<file path="config.mk">
export PLATFORM = sky130hd
export DESIGN_NAME = qw_stride_dma
export DESIGN_NICKNAME = d
export VERILOG_FILES = /design/src/rtl/qw_stride_dma.sv
export SDC_FILE = /design/constraint.sdc
export NUM_CORES = 1
export LEC_CHECK = 0
export BUFFER_PORTS_ARGS = -buffer_cell sky130_fd_sc_hd__buf_2
export CAP_MARGIN = 20
export CORE_ASPECT_RATIO = 2
export CORE_MARGIN = 2
export CORE_UTILIZATION = 30
export CTS_CLUSTER_DIAMETER = 30
export CTS_CLUSTER_SIZE = 30
export DETAILED_ROUTE_END_ITERATION = 16
export GPL_TIMING_DRIVEN = 0
export PLACE_DENSITY = 0.59
export SETUP_SLACK_MARGIN = 0.05
export SLEW_MARGIN = 5
export SYNTH_ARGS = -nofsm -noshare
export SYNTH_HDL_FRONTEND = slang
export SYNTH_SLANG_ARGS = --single-unit
</file>
<file path="constraint.sdc">
create_clock -name clk -period 4.72 [get_ports clk]
set_input_delay 1.18 -clock clk [delete_from_list [all_inputs] [get_ports clk]]
set_output_delay 1.18 -clock clk [all_outputs]
set_load 0.01 [all_outputs]
</file>
<file path="src/rtl/qw_stride_dma.sv">
module qw_stride_dma #(
  parameter int AW = 32,
  parameter int CW = 16,
  parameter int DW = 128
) (
  input  logic          clk,
  input  logic          rst_n,
  input  logic          start,
  input  logic          dir,
  input  logic [CW-1:0] total_qw,
  input  logic [AW-1:0] mem_base,
  input  logic [AW-1:0] spad_base,
  input  logic [CW-1:0] burst_qw,
  input  logic [CW-1:0] skip_qw,
  output logic          rd_valid,
  input  logic          rd_ready,
  output logic [AW-1:0] rd_addr,
  input  logic [DW-1:0] rd_data,
  output logic          wr_valid,
  input  logic          wr_ready,
  output logic [AW-1:0] wr_addr,
  output logic [DW-1:0] wr_data,
  output logic          busy,
  output logic          done,
  output logic [CW-1:0] qw_left
);
  localparam int QB = DW / 8;
  localparam int SH = $clog2(QB);

  logic          busy_q, done_q, dir_q, full_q;
  logic [CW-1:0] rd_left, wr_left, burst_q, skip_q, rd_cnt, wr_cnt;
  logic [AW-1:0] rd_addr_q, wr_addr_q;
  logic [DW-1:0] buf_q;
  logic          rd_fire, wr_fire;

  function automatic logic [AW-1:0] next_addr(logic [AW-1:0] a, logic [CW-1:0] c, logic mem_side);
    logic [AW-1:0] n;
    n = a + AW'(QB);
    if (mem_side && c == burst_q - 1'b1)
      n = n + (AW'(skip_q) << SH);
    return n;
  endfunction

  function automatic logic [CW-1:0] next_cnt(logic [CW-1:0] c);
    return (c == burst_q - 1'b1) ? '0 : c + 1'b1;
  endfunction

  assign rd_valid = busy_q && !full_q && rd_left != '0;
  assign wr_valid = full_q;
  assign rd_addr  = rd_addr_q;
  assign wr_addr  = wr_addr_q;
  assign wr_data  = buf_q;
  assign busy     = busy_q;
  assign done     = done_q;
  assign qw_left  = wr_left;
  assign rd_fire  = rd_valid && rd_ready;
  assign wr_fire  = wr_valid && wr_ready;

  always_ff @(posedge clk) begin
    if (!rst_n) begin
      busy_q    <= 1'b0;
      done_q    <= 1'b0;
      dir_q     <= 1'b0;
      full_q    <= 1'b0;
      rd_left   <= '0;
      wr_left   <= '0;
      burst_q   <= '0;
      skip_q    <= '0;
      rd_cnt    <= '0;
      wr_cnt    <= '0;
      rd_addr_q <= '0;
      wr_addr_q <= '0;
      buf_q     <= '0;
    end else begin
      done_q <= 1'b0;
      if (!busy_q) begin
        if (start) begin
          if (total_qw == '0) begin
            done_q <= 1'b1;
          end else begin
            busy_q    <= 1'b1;
            dir_q     <= dir;
            burst_q   <= (burst_qw == '0) ? total_qw : burst_qw;
            skip_q    <= skip_qw;
            rd_left   <= total_qw;
            wr_left   <= total_qw;
            rd_cnt    <= '0;
            wr_cnt    <= '0;
            full_q    <= 1'b0;
            rd_addr_q <= dir ? spad_base : mem_base;
            wr_addr_q <= dir ? mem_base : spad_base;
          end
        end
      end else begin
        if (rd_fire) begin
          buf_q     <= rd_data;
          rd_left   <= rd_left - 1'b1;
          rd_addr_q <= next_addr(rd_addr_q, rd_cnt, !dir_q);
          rd_cnt    <= next_cnt(rd_cnt);
        end
        if (wr_fire) begin
          wr_left   <= wr_left - 1'b1;
          wr_addr_q <= next_addr(wr_addr_q, wr_cnt, dir_q);
          wr_cnt    <= next_cnt(wr_cnt);
          if (wr_left == CW'(1)) begin
            busy_q <= 1'b0;
            done_q <= 1'b1;
          end
        end
        full_q <= rd_fire || (full_q && !wr_fire);
      end
    end
  end
endmodule

</file>
* Word-level counts from Yosys, hierarchy flattened *
Index checks and enable logic that the tools add are counted.

storage, ports and cells
  memories kept = 0
  bits in latches = 0
  RAM bits = 0
  ROM bits = 0
  register bits = 292

cells by class
  $mul = 0
  $lt $le $gt $ge = 0
  reduce and logical (&&, ||, !) cells = 20
  add/subtract/negate cells = 9
  divide/modulo/power cells = 0
  bitwise operators = 2
  mux-type cells = 40
  shift operators = 0
  eq/ne operators = 6

operators by type and width
  cell                                                  count
  2-to-1 mux 32 bit                                     12
  2-to-1 mux 16 bit                                     15
  adder 32 x 20 -> 32 bit                               2
  adder 32 x 5 -> 32 bit, second input constant         2
  subtractor 16 x 1 -> 16 bit, second input constant    3
  adder 16 x 1 -> 16 bit, second input constant         2
  equality test 16 bit                                  2
  zero test 16 bit                                      2
  equality test 16 x 1 -> 1 bit, second input constant  1
  nonzero test 16 bit                                   1
  2-to-1 mux 1 bit                                      13
  AND reduction 3 bit                                   3
  logical AND 1 bit                                     7
  != test 2 x 1 -> 1 bit, second input constant         2
  AND reduction 2 bit                                   2
  zero test 1 bit                                       3
  != test 2 bit, second input constant                  1
  inverter 1 bit                                        2
  nonzero test 2 bit                                    1
  logical OR 1 bit                                      1

* Longest topological paths before layout *
Gate-level depths: netlist of the first run.

  depth after elaboration = 6
  depth in mapped cells = 15
  gate-level depth less buffers = 14

* Worst setup path after synthesis of the first run *
Ideal clock, no wire load.

  path type = reg-to-reg
  start point = register rd_addr_q[6] (netlist: rd_addr[6])
  end point = register rd_addr_q[25] (netlist: rd_addr[25])
  period minus slack after synthesis = 3.538 ns
  cell stages (with the launch flop) = 16
  required time = 4.605 ns
  setup slack = 1.182 ns
  buffers on the path = 1
  data arrival time = 3.423 ns
  path through = dfxtp_1 -> and4_1 -> and2_1 -> clkbuf_1 -> nand3_1 -> xnor2_1 -> ha_1 -> and3_1 -> a31oi_1 -> o21ai_0 -> a21oi_1 -> o21ai_0 -> a221o_1 -> and3_1 -> a2111o_1 -> and3_1

on the way
  word-level cells in the longest chain between the ends = 5

RTL lines
  what                        RTL line  text
  start, declared             32        logic [AW-1:0] rd_addr_q, wr_addr_q;
  start signal, assigned      90        rd_addr_q <= dir ? spad_base : mem_base;
  start signal, assigned      98        rd_addr_q <= next_addr(rd_addr_q, rd_cnt, !dir_q);
  adder 32 x 5 -> 32 bit (*)  38        n = a + AW'(QB);
  adder 32 x 20 -> 32 bit     40        n = n + (AW'(skip_q) << SH);
  2-to-1 mux 32 bit (*)       39        if (mem_side && c == burst_q - 1'b1)
  2-to-1 mux 32 bit (*)       95        if (rd_fire) begin
  2-to-1 mux 32 bit (*)       76        if (!busy_q) begin

Mark *: on every way between the ends. The rest lies on a longest branch, timed or not. The select of a mux whose other input is x is not followed.
A chain may end at the register's enable or synchronous reset.

* Worst setup path in the final report of the first run *
  start point = register burst_q[0]
  end point = register wr_addr_q[17] (netlist: wr_addr[17])

on the way
  word-level cells in the longest chain between the ends = 6

RTL lines
  what                         RTL line  text
  start, declared              31        logic [CW-1:0] rd_left, wr_left, burst_q, skip_q, rd_cnt, wr_cnt;
  start signal, assigned       83        burst_q <= (burst_qw == '0) ? total_qw : burst_qw;
  subtractor 16 x 1 -> 16 bit  39
  equality test 16 bit         39
  logical AND 1 bit            39
  2-to-1 mux 32 bit            39
  2-to-1 mux 32 bit            101       if (wr_fire) begin
  2-to-1 mux 32 bit            76
  end signal, assigned         91        wr_addr_q <= dir ? mem_base : spad_base;
  end signal, assigned         103       wr_addr_q <= next_addr(wr_addr_q, wr_cnt, dir_q);
  end, declared                32

Every way passes these cells. The select of a mux whose other input is x is not followed.

==> results of run 1 <==
-- logic make-up (layout without fill, tap and decap cells) --
| kind of cell | Yosys count | in the layout | share of synthesized area (%) |
|---|---|---|---|
| AO/OA/AOI/OAI | 620 | 620 | 23.3 |
| buffers and inverters | 188 | 744 | 4.22 |
| other | 0 | 1 | 0 |
| adder cells (fa/ha/maj) | 52 | 52 | 3.70 |
| flip-flops | 292 | 292 | 32.5 |
| AND/OR/NAND/NOR | 906 | 906 | 24.6 |
| multiplexers | 77 | 77 | 4.38 |
| XOR/XNOR | 142 | 142 | 7.30 |
-- timing repair --
action,CTS,global route
gates resized for setup,0,1
hold buffers,0,0
endpoints found under the hold margin,0,0
endpoints found under the setup margin,0,1
-- routing by layer --
layer,vias up,wire length (um),track usage (%)
met5,-,13,0
met1,9241,31000,29.0
met3,197,7890,6.87
li1,9149,-,-
met4,2,3760,11.0
met2,1039,34700,37.9
-- final cells by class --
class                      count  area (um^2)
inverter                      33          124
sequential                   292         5850
clock buffer                  65         1470
antenna                        1         2.50
timing repair buffer         455         2280
multi-input combinational   1797        11400
fill                        6259        36500
buffer                       155          636
tap                          774          968
clock inverter                36          389
-- report_power, final --
part | leakage, nW | switching, mW | total [mW] | internal, mW
Sequential | 2.39 | 0.175 | 2.79 | 2.62
Clock | 0.897 | 1.54 | 3.98 | 2.44
Combinational | 6.30 | 0.985 | 1.57 | 0.582
-- critical path: stages (launching register included) --
cell and delay [ns]:
dfxtp_1 0.29, clkbuf_1 0.24, inv_1 0.12, ha_1 0.28, or3b_4 0.45, or3_1 0.32
clkbuf_1 0.18, xnor2_1 0.18, nor4_1 0.71, nand4b_4 0.38, nor2_8 0.29, buf_6 0.20
mux2i_1 0.09, o21ai_0 0.37, o211a_1 0.21
-- how the worst max path moves through the flow --
stage,to,cells past startpoint,start
after global routing,wr_cnt[6],14,burst_q[0]
after global placement,rd_addr[23],13,burst_q[0]
after floorplan,rd_addr[25],15,rd_addr[6]
after detailed placement,rd_addr[23],13,burst_q[0]
after CTS,rd_addr[23],13,burst_q[0]
final,wr_addr[17],14,burst_q[0]
-- cell usage in the layout, fill, tap and decap left out, types with 11 or more instances in the layout --
| master | n |
|---|---|
| xor2_1 | 57 |
| nand2_1 | 426 |
| nor2b_1 | 42 |
| o21a_1 | 15 |
| dfxtp_1 | 292 |
| nor2_1 | 99 |
| or3_1 | 15 |
| a31oi_1 | 22 |
| and4_1 | 12 |
| clkbuf_16 | 55 |
| a211oi_1 | 30 |
| inv_1 | 32 |
| buf_2 | 456 |
| xnor2_1 | 80 |
| o211ai_1 | 22 |
| mux2_2 | 14 |
| o211a_1 | 12 |
| and3_1 | 34 |
| nor3_1 | 41 |
| nand4_1 | 33 |
| buf_1 | 16 |
| ha_1 | 50 |
| a21oi_1 | 122 |
| nand3_1 | 80 |
| o21ai_0 | 117 |
| a21o_1 | 11 |
| nand2b_1 | 22 |
| clkbuf_1 | 133 |
| mux2i_1 | 63 |
| a21boi_0 | 164 |
| and2_1 | 21 |
| nor4_1 | 27 |
==> run metrics, run 1 <==
chip height 350 um; Clock Path Buffers 3; hold depth 2; worst rel slew slack 24.2%; WHS Endpoint wr_data[39]; status finished, final reports clean; post-placement setup slack 0.438 ns; Clock Skew 0.0264 ns; cts bufs inserted 54; IO Pins 458; Fin Setup TNS 0 ns; capturing point of the worst reg2reg path wr_addr[17]; Worst Setup End Kind register; post-synth top area cell dfxtp_1; final worst slack 0.330 ns; drt wl/cell 21.5 um; r2r setup slk 0.33 ns; most frequent cell after synthesis nand2_1; RSZ-0062 raised after global routing no; period utilization 93.0%; count of routing violations after the opening detailed-route iteration 1,655; type of origin of the critical path register; Max Freq 228 MHz; DP Area 21,200 um^2; top post-synthesis cells by count nand2_1, dfxtp_1, a21boi_0; Die X 177 um; Seq cells post-synth 292; WP data arrival 4.92 ns; Routed WL 77.4 mm; max-slew violation count 0; Synth cell types 91; Root Buffer clkbuf_16; final core area utilization 38.8%; core footprint 59,600 um^2; Main synth FF type dfxtp_1; HPWL after DPL 59.9 mm; Hold Path Class reg -> reg; Pwr Total 8.34 mW; Hold Startpoint wr_data[39]; DR pass1 iterations 6; Placer Congestion 0.948; CTS clock-pin slew for the worst setup and hold paths 0.05 ns; max cap viols 0; PD cells 361 nW/um^2; Area growth, synth to finish 28.5%; first-pass GRT wire length 112 mm; antenna viol nets, final 0; Register-to-Register Path Depth 14; Reg-to-Reg Start burst_q[0]; Initial Util 30.2%; worst vdd ir 0.280 mV; Setup CP Type reg -> reg; Post-CTS Setup Bufs 0; final hold viol count 0; Post-synth EDFFs 0; initial antenna violation count 1; CTS sink cnt 292; share of the synthesized area in the top cell type 32.5%; non-filler cells, final 3,608; Worst-Margin Slew 1.14 ns; num rows 127; number of flip-flops in the largest register 128; worst-path fanout max 10; grt total ovfl 0; largest cells by area after synthesis dfxtp_1, nand2_1, a21boi_0; placed cells 3,506; Die Footprint 62,000 um^2; Required @ worst endpoint 5.25 ns; clock latency on the worst-skew pair 0.60 ns; mapped cell area 18,000 um^2; largest net degree at the start of global routing 15; Seq/Total Area, Yosys 32.5%; Post-Synthesis Cells 2,277; vias in the first global route 18,300; Final setup viols 0; All-Layer GR Usage 23.7%; I/O Buffers 455; DRC 0; clock tree from TritonCTS built; post-route cell area 23,100 um^2; ys async rst share 0%; share of post-route cells with drive strength above 1 21.6%; H-tree depth 2; DR vias 19,600; yosys warns 0; Leak 9.59 nW; Fin Hold WS 0.458 ns; Synth Area per Inst 7.90 um^2; Vias per Instance 5.44; Syn Nets 2,575; Final min period 4.39 ns; Nets 3,086
(Power assumes the default switching activity.)
==> run 2: changes to the inputs <==
- ABC_AREA: not set -> 1
==> run 2 against run 1 <==
Effect of this change:
- non-clock buffer count shrank 23
- sequential power increased by 1%
- maximum frequency increased by 5.4%
- sequential share of layout area decreased by 0.80 points
- cell count increased by 20%
- sequential cell count did not move
- worst setup slack better by 0.22 ns
- register-to-register slack better by 0.22 ns
==> run metrics, run 2 <==
Setup CP Type reg -> reg; post-route cell area 23,900 um^2 (+3.2%); Die X 179 um (+1.3%); sequential power share 31.3% (-2.2 points); Internal Pwr Total 5.96 mW (+5.8%); Worst Setup End Kind register; Pwr Total 9.04 mW (+8.4%); top post-synthesis cells by count nand2_1, nor2_1, dfxtp_1; worst-path fanout max 6 (-4); HPWL after DPL 74.8 mm (+25%); sw power 3.08 mW (+14%); Seq/Total Area, Yosys 31.6% (-0.86 points); period utilization 88.3% (-4.7 points); type of origin of the critical path register; DRC 0 (unchanged); share of post-route cells with drive strength above 1 18.4% (-3.3 points); Synth Area per Inst 6.20 um^2 (-22%); WP data arrival 4.73 ns (-0.19 ns); post-synth top area cell dfxtp_1; clock latency on the worst-skew pair 0.65 ns (+0.05 ns); sw frac 34.0% (+1.7 points); CTS sink cnt 292 (unchanged); most frequent cell after synthesis nand2_1; r2r setup slk 0.55 ns (+0.22 ns); H-tree depth 2 (unchanged); Post-synth EDFFs 0 (unchanged); Required @ worst endpoint 5.28 ns (+0.03 ns); Clock Path Buffers 3 (unchanged); PD cells 379 nW/um^2 (+5.0%); clock tree from TritonCTS built; Placer Congestion 1.00 (+5.7%); final hold viol count 0 (unchanged); post-CTS sizing 0 (unchanged); IO Pins 458 (unchanged); count of routing violations after the opening detailed-route iteration 1,691 (+2.2%); cts bufs inserted 58 (+7.4%); vias in the first global route 21,900 (+20%); Fin Setup TNS 0 ns (unchanged); largest cells by area after synthesis dfxtp_1, nand2_1, nor2_1; core footprint 60,900 um^2 (+2.1%); I/O Buffers 455 (unchanged); Nets 3,794 (+23%); num rows 128 (+0.79%); grt total ovfl 0 (unchanged); CTS clock-pin slew for the worst setup and hold paths 0.05 ns (about the same); yosys warns 0 (unchanged); status finished, final reports clean; most frequent cells in the layout nand2_1, buf_2, nor2_1, dfxtp_1, a21oi_1; Main synth FF type dfxtp_1; antenna viol nets, final 0 (unchanged); Max Freq 240 MHz (+5.4%); Clock Skew 0.0657 ns (+0.0393 ns); DP Area 21,700 um^2 (+2.3%); drt wl/cell 21.0 um (-1.9%); mapped cell area 18,500 um^2 (+2.7%); DR pass1 iterations 7 (+1); Post-Synthesis Cells 2,980 (+31%); worst vdd ir 0.341 mV (+22%); Syn Nets 3,278 (+27%); Final setup viols 0 (unchanged); Worst-Margin Slew 1.08 ns (-0.0572 ns); largest net degree at the start of global routing 18 (+3); most common cell after layout, fill and taps aside nand2_1; DR vias 22,200 (+13%); max cap viols 0 (unchanged); max-slew violation count 0 (unchanged); Synth cell types 49 (-46%); Area growth, synth to finish 29.1%; ys async rst share 0% (unchanged); chip height 355 um (+1.3%); Comb power frac 19.2% (+0.4 points); Clock Power Share 49.5% (+1.8 points); Post-CTS Setup Bufs 0 (unchanged); Final min period 4.17 ns (-0.224 ns); RSZ-0062 raised after global routing no; Initial Util 30.4% (+0.17 points); Routed WL 91.1 mm (+18%); Hold Path Class reg -> reg; Leak 10.9 nW (+14%); All-Layer GR Usage 27.3% (+3.7 points); initial antenna violation count 6 (+5); Vias per Instance 5.13 (-5.8%); Seq cells post-synth 292 (unchanged); Root Buffer clkbuf_16; share of the synthesized area in the top cell type 31.6% (-0.86 points); worst rel slew slack 28.0% (+3.8 points); number of flip-flops in the largest register 128 (unchanged); first-pass GRT wire length 133 mm (+19%); number of hold buffers added after CTS 0 (unchanged); Die Footprint 63,700 um^2 (+2.7%)
## run 2: cell count changes after synthesis, moves of 63 or more
| cell | change |
|---|---|
| a21boi_0 | -163 |
| inv_1 | +203 |
| nand2_1 | +412 |
| o21ai_0 | +108 |
| mux2i_1 | -63 |
| nand3_1 | +100 |
| a21oi_1 | +145 |
| nor2_1 | +332 |
## run 2: power by group through the flow
stage / Sequential, mW / Combinational, mW / Clock (mW)
2_1_floorplan: 2.85 / 1.00 / 0
3_3_place_gp: 2.87 / 1.72 / 0
3_5_place_dp: 2.87 / 1.72 / 0
4_1_cts: 2.82 / 1.73 / 4.51
5_1_grt: 2.85 / 1.91 / 4.61
6_report: 2.83 / 1.74 / 4.47
## run 2: area by class of cell
| class | instances | area, um^2 |
|---|---|---|
| multi-input cells | 2308 | 11100 |
| diodes | 4 | 10.0 |
| well taps | 780 | 976 |
| inverters | 249 | 935 |
| clock buffers | 63 | 1500 |
| repair buffers | 456 | 2280 |
| flip-flops and latches | 292 | 5850 |
| clock inverters | 45 | 614 |
| plain buffers | 131 | 549 |
| fillers | 6714 | 37000 |
## run 2: cells by family (layout without fill, tap and decap cells)
group | Yosys count | count (layout) | synth area share [%]
XOR/XNOR | 87 | 87 | 4.12
AO/OA/AOI/OAI | 588 | 588 | 17.0
AND/OR/NAND/NOR | 1581 | 1581 | 35.6
other | 0 | 4 | 0
flip-flops | 292 | 292 | 31.6
buffers and inverters | 380 | 944 | 8.03
adder cells (fa/ha/maj) | 52 | 52 | 3.60
## run 2: per-stage QoR
| step | cells | hold slack, ns | utilization (%) | setup slack, ns |
|---|---|---|---|---|
| global placement | 4215 | 0.448 | 35.7 | 0.675 |
| detailed placement | 4215 | 0.452 | 35.7 | 0.639 |
| finish | 4328 | 0.460 | 39.2 | 0.554 |
| CTS | 4323 | 0.462 | 39.2 | 0.675 |
| global route | 4326 | 0.480 | 39.2 | 0.298 |
| floorplan | 2980 | 0.439 | - | 1.81 |
## run 2: layer usage
metal  GRT usage, %  share of wire, %  wire length [um]
met1           25.3                33             29800
met2           51.7                51             46900
met3           5.40               6.9              6250
met4           21.5               9.0              8170
met5              0             0.025                23
## run 2: worst max-delay path, cell delays in order, from the launching register on
cell     delay (ns)
dfxtp_1        0.48
nand3_1        0.31
nor2_2         0.27
nand3_1        0.32
or2_2          0.39
xor2_1         0.20
inv_1          0.07
ha_1           0.35
nand2_1        0.15
inv_1          0.09
a21oi_1        0.19
nand2_1        0.07
a21oi_1        0.54
inv_1          0.14
nand2_1        0.09
nand2_1        0.05
nand2_1        0.08
nand2_1        0.06
nand2_1        0.06
nand2_1        0.06
a21oi_1        0.14
## run 2: path summary, 6_finish.rpt
kind                            depth (start not counted)           to   startpoint
worst min register to register                          2  wr_data[60]  wr_data[60]
worst max register to register                         20  rd_addr[24]   rd_addr[4]
worst min-delay path                                    2  wr_data[60]  wr_data[60]
worst max-delay path                                   20  rd_addr[24]   rd_addr[4]
==> run 3: changes to the inputs <==
- CORE_MARGIN: 2 -> not set
- GPL_TIMING_DRIVEN: 0 -> not set
==> run 3 against run 2 <==
Effect of this change:
- cell count fell by 2.5%
- highest routed layer unchanged
- combinational power fell by 6%
- routed wire length fell by 14%
- hold slack barely moved
- via count fell by 4.4%
- power fell by 6.5%
- largest power group unchanged
- maximum frequency rose by 12%
- count of clock-buffer cells in the layout fell by 7
- first-iteration DRC count fell by 27%
- register-to-register slack improved by 0.46 ns
- worst setup slack improved by 0.46 ns
==> run metrics, run 3 (synthesis results as in run 2) <==
Largest delay share family, worst path simple AND/OR/NAND/NOR gates; DR pass1 iterations 5 (-2); number of hold buffers added after CTS 0 (unchanged); Final setup viols 0 (unchanged); most frequent cells in the layout nand2_1, buf_2, nor2_1, dfxtp_1, a21oi_1; sw power 2.87 mW (-6.7%); Area growth, synth to finish 26.1%; Worst Setup End Kind register; clock latency on the worst-skew pair 0.63 ns (-0.02 ns); Die X 177 um (-1.1%); Root Buffer clkbuf_16; critical path cell sequence nand3_1, nor2_2, nand3_1, or2_2, xor2_1, inv_1, ha_1, nand2_1, nor4_1, a21oi_1, nor2_1, nand3_1, nand2_1, nand3_1, a21oi_1; Routed WL 78.7 mm (-14%); CTS sink cnt 292 (unchanged); sw frac 33.9% (-0.090 points); Die Footprint 62,600 um^2 (-1.7%); Nets 3,684 (-2.9%); Initial Util 30.4% (unchanged); IO Pins 458 (unchanged); Largest stage delay, worst path 0.44 ns (-0.10 ns); antenna viol nets, final 0 (unchanged); worst vdd ir 0.410 mV (+20%); DR vias 21,200 (-4.4%); number of flip-flops in the largest register 128 (unchanged); non-filler cells, final 4,219 (-2.5%); Post-CTS Setup Bufs 0 (unchanged); count of routing violations after the opening detailed-route iteration 1,226 (-27%); final core area utilization 38.3% (-0.91 points); placed cells 4,109 (-2.5%); All-Layer GR Usage 24.6% (-2.7 points); core footprint 60,900 um^2 (unchanged); worst rel slew slack 31.1% (+3.1 points); H-tree depth 2 (unchanged); PD cells 363 nW/um^2 (-4.3%); Clock Path Buffers 3 (unchanged); num rows 128 (unchanged); largest net degree at the start of global routing 101 (+83); Final min period 3.71 ns (-0.461 ns); max-slew violation count 0 (unchanged); first-pass GRT wire length 118 mm (-11%); cts bufs inserted 54 (-6.9%); clock tree from TritonCTS built; RSZ-0062 raised after global routing no; fillcell total 6,723 (+0.13%); vias in the first global route 20,500 (-6.4%); Comb power frac 19.3% (about the same); crit-path most repeated cell nand3_1; Internal Pwr Total 5.59 mW (-6.4%); Leak 10.7 nW (-1.9%); sequential power share 33.4% (+2.1 points); chip height 353 um (-0.56%); Required @ worst endpoint 5.27 ns (about the same); HPWL after DPL 61.9 mm (-17%); Slowest cell on crit path dfxtp_1; post-placement setup slack 0.980 ns (+0.341 ns); Vias per Instance 5.03 (-1.9%); initial antenna violation count 10 (+4); Hold Path Class reg -> reg; max cap viols 0 (unchanged); most common cell after layout, fill and taps aside nand2_1; crit path buf inv count 1 (-2); DRC 0 (unchanged); share of post-route cells with drive strength above 1 18.9% (+0.51 points); CTS clock-pin slew for the worst setup and hold paths 0.05 ns (about the same); grt total ovfl 0 (unchanged); post-CTS sizing 0 (unchanged); period utilization 78.5% (-9.8 points); Clock Skew 0.0496 ns (-0.0161 ns); Max Freq 270 MHz (+12%); Setup CP Type reg -> reg; drt wl/cell 18.6 um (-11%); worst-path fanout max 5 (-1); final hold viol count 0 (unchanged); type of origin of the critical path register; status finished, final reports clean; Worst-Margin Slew 1.03 ns (-0.0463 ns); WP data arrival 4.25 ns (-0.48 ns); Clock Power Share 47.3% (-2.2 points); I/O Buffers 457 (+0.44%); final worst slack 1.01 ns (+0.461 ns); Placer Congestion 0.994 (-0.87%); Fin Setup TNS 0 ns (unchanged)
==> run 3: changes by cell type in the layout (fill, tap and decap cells not counted), sizes merged <==
cell,change
clkbuf,-107
buf,-6
clkinv,-6
inv,+6
clkinvlp,+4
bufinv,-3
diode,+3
==> run 3: tightest hold or removal path, cell delays in order, from the launching register on <==
cell and delay (ns):
dfxtp_1 0.30, nand2_1 0.06, a21oi_1 0.05
==> run 3: final timing paths <==
path                                  start  slack, ns     endpoint  depth (start not counted)
worst max-delay path             rd_addr[6]       1.01  rd_addr[28]                         15
worst min-delay path            wr_data[85]       0.46  wr_data[85]                          2
worst max register to register   rd_addr[6]       1.01  rd_addr[28]                         15
worst min register to register  wr_data[85]       0.46  wr_data[85]                          2
==> run 3: area by class of cell <==
| class | count | area, um^2 | area share (%) |
|---|---|---|---|
| diodes | 7 | 17.5 | 0.0752 |
| well taps | 780 | 976 | 4.19 |
| flip-flops and latches | 292 | 5850 | 25.1 |
| repair buffers | 481 | 2490 | 10.7 |
| inverters | 249 | 940 | 4.03 |
| clock buffers | 56 | 1360 | 5.83 |
| multi-input cells | 2308 | 11200 | 47.9 |
| clock inverters | 46 | 509 | 2.19 |
==> run 3: power by group through the flow <==
stage	logic [mW]	clock network (mW)	registers, mW
2_1_floorplan	1.00	0	2.85
3_3_place_gp	1.61	0	2.87
3_5_place_dp	1.62	0	2.87
4_1_cts	1.62	4.06	2.82
5_1_grt	1.81	4.16	2.85
6_report	1.63	4.00	2.83
==> run 3: per-layer routing <==
| metal | global-route usage [%] | routed length (um) | vias up |
|---|---|---|---|
| met2 | 47.2 | 42000 | 759 |
| met3 | 4.64 | 5010 | 207 |
| met1 | 24.0 | 27000 | 9725 |
| met5 | 0 | 13 | - |
| met4 | 14.0 | 4640 | 2 |
| li1 | - | - | 10500 |
==> run 3: through the flow <==
| step | cell area [um^2] | hold slack (ns) | power [mW] |
|---|---|---|---|
| 2_1_floorplan | 18500 | 0.439 | 3.85 |
| 3_3_place_gp | 21400 | 0.449 | 4.49 |
| 3_5_place_dp | 21400 | 0.452 | 4.49 |
| 4_1_cts | 23300 | 0.461 | 8.51 |
| 5_1_grt | 23300 | 0.475 | 8.82 |
| 6_report | 23300 | 0.459 | 8.46 |
